`src/rtl/flash_lock_regs.sv`:
```
module flash_lock_regs #(
  parameter int LOW_BANKS  = 6,
  parameter int MID_BANKS  = 2,
  parameter int HIGH_BANKS = 20,
  parameter logic [31:0] KEY_PRI  = 32'hA1A1_1111,
  parameter logic [31:0] KEY_SEC  = 32'hC3C3_3333,
  parameter logic [31:0] KEY_HIGH = 32'hB2B2_2222
) (
  input  logic                  clk,
  input  logic                  rst_n,
  input  logic [1:0]            reg_addr,
  input  logic [31:0]           reg_wdata,
  input  logic                  reg_we,
  output logic [31:0]           reg_rdata,
  output logic [LOW_BANKS-1:0]  low_locked,
  output logic [MID_BANKS-1:0]  mid_locked,
  output logic                  shadow_locked,
  output logic [HIGH_BANKS-1:0] high_locked
);
  localparam int MID_LSB = 16;
  localparam int SH_BIT  = 20;
  localparam int EN_BIT  = 31;
  localparam logic [1:0][31:0] LM_KEY = {KEY_SEC, KEY_PRI};

  logic [1:0]                 lm_en;
  logic [1:0][LOW_BANKS-1:0]  lm_low;
  logic [1:0][MID_BANKS-1:0]  lm_mid;
  logic [1:0]                 lm_sh;
  logic                       hi_en;
  logic [HIGH_BANKS-1:0]      hi_lock;

  always_ff @(posedge clk or negedge rst_n) begin
    if (!rst_n) begin
      lm_en   <= '0;
      lm_low  <= '1;
      lm_mid  <= '1;
      lm_sh   <= '1;
      hi_en   <= 1'b0;
      hi_lock <= '1;
    end else if (reg_we) begin
      for (int i = 0; i < 2; i++) begin
        if (reg_addr == 2'(i)) begin
          if (!lm_en[i]) begin
            if (reg_wdata == LM_KEY[i]) lm_en[i] <= 1'b1;
          end else begin
            lm_low[i] <= reg_wdata[LOW_BANKS-1:0];
            lm_mid[i] <= reg_wdata[MID_LSB +: MID_BANKS];
            lm_sh[i]  <= reg_wdata[SH_BIT];
          end
        end
      end
      if (reg_addr == 2'd2) begin
        if (!hi_en) begin
          if (reg_wdata == KEY_HIGH) hi_en <= 1'b1;
        end else begin
          hi_lock <= reg_wdata[HIGH_BANKS-1:0];
        end
      end
    end
  end

  always_comb begin
    reg_rdata = '0;
    case (reg_addr)
      2'd0, 2'd1: begin
        reg_rdata[EN_BIT]                 = lm_en[reg_addr[0]];
        reg_rdata[LOW_BANKS-1:0]          = lm_low[reg_addr[0]];
        reg_rdata[MID_LSB +: MID_BANKS]   = lm_mid[reg_addr[0]];
        reg_rdata[SH_BIT]                 = lm_sh[reg_addr[0]];
      end
      2'd2: begin
        reg_rdata[EN_BIT]           = hi_en;
        reg_rdata[HIGH_BANKS-1:0]   = hi_lock;
      end
      default: reg_rdata = '0;
    endcase
  end

  assign low_locked    = lm_low[0] | lm_low[1];
  assign mid_locked    = lm_mid[0] | lm_mid[1];
  assign shadow_locked = lm_sh[0] | lm_sh[1];
  assign high_locked   = hi_lock;
endmodule

```
`config.mk`:
```
export PLATFORM = sky130hd
export DESIGN_NAME = flash_lock_regs
export DESIGN_NICKNAME = d
export VERILOG_FILES = /design/src/rtl/flash_lock_regs.sv
export SDC_FILE = /design/constraint.sdc
export NUM_CORES = 1
export LEC_CHECK = 0
export BUFFER_PORTS_ARGS = -buffer_cell sky130_fd_sc_hd__buf_4
export CORE_MARGIN = 2
export CORE_UTILIZATION = 51
export DETAILED_ROUTE_END_ITERATION = 12
export GPL_TIMING_DRIVEN = 0
export PLACE_DENSITY = 0.95
export SETUP_SLACK_MARGIN = 0.5
export SYNTH_ARGS = -nofsm -noshare
export SYNTH_HDL_FRONTEND = slang
export SYNTH_SLANG_ARGS = --single-unit
```
`constraint.sdc`:
```
create_clock -name clk -period 2.2 [get_ports clk]
set_input_delay 0.44 -clock clk [delete_from_list [all_inputs] [get_ports clk]]
set_output_delay 0.44 -clock clk [all_outputs]
set_load 0.05 [all_outputs]
```
# After elaboration in Yosys (flattened, before gate mapping)
# Index checks and enable logic that the tools add are counted.
# W data, S select, Z words.
[op_classes] n_mux=20 magnitude_cmp=1 n_reduce_logical=8 n_eq_ne=5 bitwise_logic=3
[op_table] operator="$eq A32 B32 Y1 const B" count=3
[op_table] operator="$mux W6" count=2
[op_table] operator="$pmux W6 S2" count=1
[op_table] operator="$mux W1" count=11
[op_table] operator="$mux W10" count=1
[op_table] operator="$reduce_and A3 Y1" count=3
[op_table] operator="$mux W2" count=3
[op_table] operator="$or A6 B6 Y6" count=1
[op_table] operator="$reduce_and A2 Y1" count=3
[op_table] operator="$pmux W2 S2" count=1
[op_table] operator="$eq A2 B1 Y1 const B" count=1
[op_table] operator="$eq A2 B2 Y1 const B" count=1
[op_table] operator="$logic_not A2 Y1" count=1
[op_table] operator="$lt A1 B2 Y1 const B" count=1
[op_table] operator="$or A2 B2 Y2" count=1
[op_table] operator="$pmux W1 S2" count=1
[op_table] operator="$reduce_or A2 Y1" count=1
[op_table] operator="$or A1 B1 Y1" count=1
[totals] word_cells=47 reg_bits=41 out_inout_bits=61

# Logic depth before layout (Yosys ltp)
[depth] ltp_word=3 mapped_depth=5 mapped_depth_nobuf=4

# Worst setup path after synthesis
# Ideal clock, no wire load.
[synth_timing] path_type="input -> output" startpoint="input port reg_addr[0]" endpoint="output port reg_rdata[0]" t_arrival_ps=1986 cell_stages=4 required_ps=1760 path_buffers=2 path_slack_ps=-226 path_cell_list="buf_6 buf_2 mux2i_1 o21ai_0"
[synth_between] elab_chain_cells=3
[synth_rtl] item="start: declaration" line_no="11" rtl="input logic [1:0] reg_addr,"
[synth_rtl] item="$eq A2 B1 Y1, or another cell as far along" line_no="64" rtl="case (reg_addr)"
[synth_rtl] item="$reduce_or A2 Y1 or $mux W6 (tied branches)" line_no="64, 67"
[synth_rtl] item="$pmux W6 S2 (*)" line_no="64"
[synth_rtl] item="end: declaration" line_no="14" rtl="output logic [31:0] reg_rdata,"
# Mark *: on every way between the ends. The rest lies on a longest branch, timed or not. The select of a mux whose other input is x is not followed.

# Final worst setup path
[layout_timing] startpoint="input port reg_addr[0]" endpoint="output port reg_rdata[31]"
[layout_between] elab_chain_cells=3
[layout_rtl] item="$eq A2 B1 Y1, or another cell as far along" line_no="64"
[layout_rtl] item="$reduce_or A2 Y1 or $mux W1 (tied branches)" line_no="64, 66"
[layout_rtl] item="$pmux W1 S2 (*)" line_no="64"
# Marked as above.

==> out/metrics.yaml <==
timing:
  tightest_slew_ns: 0.546
  rsz0062_at_grt: "yes"
  period_needed_ns: 1.79
  max_freq_mhz: 559
  clock_skew_ns: 0.00802
  final-max-slew-violation-count: 0
  finalSetupViolCount: 0
  tns_ns: 0
  final_hold_viol_count: 0
  max_slew_margin_pct: 63.5
  fin_crit_sh_pct: 81.3
detailed_routing:
  num_vias: 1777
  ant_nets: 0
  drc: 0
  drtPass1Iterations: 4
  drt_iter0_drc: 57
  via_per_inst: 5.29
  drt_wl_total_um: 5770
  wl_per_cell_um: 17.2
synth:
  yosysSeqAreaShare_pct: 47.9
  yosys-top-cells-area: "dfstp_2 (45%), mux2_4 (13%), mux2_2 (9.0%), mux2i_1 (4.5%), and2_1 (3.6%)"
  synth_edf_count: 0
  syn-instance-count: 176
  synth_area_mm2: 0.00224
  synth.largest_area_cell: "dfstp_2"
  synth.avg_cell_area_um2: 12.7
  async_flop_share_pct: 100
  synth_cell_types: 29
  synth_top_cell_area_share_pct: 44.5
  yosys.cell_count.top_type: "dfstp_2"
  yosysWarnings: 0
  synth_ff_type: "dfstp_2"
  synth-seq-cells: 41
  synth_commonest_cells: "dfstp_2 (38), mux2_4 (20), mux2_2 (18)"
setup_path:
  r2r_cells: 3
  cp-endpoint: "reg_rdata[31]"
  reg2reg_slack_ns: 0.79
  crit_path_end_kind: "output pin"
  r2r-end: "lm_low[1]$_DFFE_PN1P_"
  path_class: "input pin to output pin"
  worstPathMaxFanout: 7
  r2r-start: "lm_en[0]$_DFFE_PN0P_"
  startpoint_type: "input pin"
  required_ns: 1.76
  cp.arrival_ns: 1.35
  cp-startpoint: "reg_addr[0]"
final_layout:
  final_area_mm2: 0.00348
  diodes: 0
  nNetsFinal: 320
  synthToLayoutAreaGrowth_pct: 55.1
  drive_gt1_share_pct: 82.0
global_routing:
  use_met2_pct: 41.3
  met3_usage_pct: 4.91
  grt_pass1_wl_um: 8830
  grt_usage_pct: 23.4
  grt_util_met1_pct: 27.9
  grt_overflow: 0
  grt_max_degree: 42
  antenna_found_initial: 0
  busiest_layer: "met2"
  first_global_vias: 1795
run:
  max-cap-violations: 0
placement:
  dpl_cell_area_mm2: 0.00312
  dpl.hpwl_um: 3980
  portBuffers: 86
  place_congestion: 0.753
clock_tree:
  cts.sinks: 41
  clockBufferDepth: 2
  numCtsBuffers: 5
  cts_max_level: 2
  cts_root_buffer: "clkbuf_8"
  cts_tree: "built"
  ctsHoldBuffers: 0
  insertion_delay_ns: 0.29
  worst_setup_hold_path_clk_slew_ns: 0.08
hold_path:
  min_path_type: "input pin to async pin"
outcome:
  status: "finished clean"
floorplanning:
  dieArea_mm2: 0.00494
  rows: 24
  io_pins: 98
  start_util_pct: 52.2
  die_h_um: 70.3
  coreArea_mm2: 0.00429
  die_w_um: 70.3
power_and_ir_drop:
  peakVddDrop_mv: 0.333
  p_per_area_mw_per_mm2: 409
  p_leak_nw: 1.77
## kinds of logic (layout without fill, tap and decap cells)
group           count (synthesis)  in the layout  share of synthesized area (%)
simple gates                   57             57                           16.1
mux                            48             48                           26.9
flops                          41             41                           47.9
buf+inv                        17            116                           5.58
compound gates                 12             12                           3.35
other cells                     1             10                          0.167
## cell usage in the layout (no fill, tap or decap), types with 4 or more instances in the layout
cell,instances
mux2i_1,9
dfstp_2,38
buf_8,12
or2_2,9
clkbuf_8,8
conb_1,10
and2_4,11
nand2_4,6
nor4_1,4
buf_4,80
mux2_2,18
mux2_4,20
o21ai_4,9
buf_6,11
## how the worst min path moves through the flow
stage,to,depth (start not counted),from
global placement,lm_en[0]$_DFFE_PN0P_,1,rst_n
CTS,lm_en[1]$_DFFE_PN0P_,1,rst_n
global route,lm_en[1]$_DFFE_PN0P_,1,rst_n
floorplan,hi_en$_DFFE_PN0P_,0,rst_n
detailed placement,lm_en[1]$_DFFE_PN0P_,1,rst_n
finish,lm_en[1]$_DFFE_PN0P_,1,rst_n
## what timing repair did
item	4_1_cts	5_1_grt
buffers inserted	2	1
pin swaps	17	1
gates cloned	2	0
gates resized for setup	69	0
setup endpoints to repair	21	21
## worst max-delay path: stages
cell	delay, ns
buf_8	0.10
and2b_4	0.32
clkbuf_16	0.19
nand2_4	0.06
o21ai_4	0.07
buf_6	0.18
## where the power goes
group          total, mW  leakage [nW]  internal (mW)  switching (mW)
combinational      0.198          1.30         0.0835           0.115
sequential         0.757         0.434          0.757   0.00000000294
clock              0.466        0.0395          0.225           0.240
total               1.42          1.77           1.07           0.355
## cell type report
class	instances	area, µm²
plain buffers	17	166
clock buffers	8	80.1
fillers	242	816
multi-input cells	127	1280
flip-flops and latches	41	1070
well taps	52	65.1
repair buffers	91	812
## flip-flops by register name, indices dropped and copies added (netlist names)
register	cells
lm_mid	4
lm_sh	2
hi_en	1
lm_en	2
lm_low	12
high_locked	20
## per-layer routing
metal / vias to the layer above / part of all wire [%] / wire length, µm
li1: 823 / - / -
met1: 890 / 40 / 2320
met2: 53 / 54 / 3110
met3: 11 / 4.3 / 247
met4: 0 / 1.6 / 91
met5: - / 0 / 0
## metrics by stage
step | setup WS [ns] | std cells | utilization, % | hold WS (ns) | total power, mW
floorplan | 0.489 | 185 | - | 0.144 | 0.853
global placement | 0.230 | 323 | 72.6 | 0.438 | 0.938
detailed placement | 0.199 | 323 | 72.6 | 0.439 | 0.941
CTS | 0.433 | 335 | 80.8 | 0.127 | 1.42
global route | 0.390 | 336 | 81.0 | 0.148 | 1.47
finish | 0.412 | 336 | 81.0 | 0.116 | 1.42
Power figures use the tool's default switching activity.
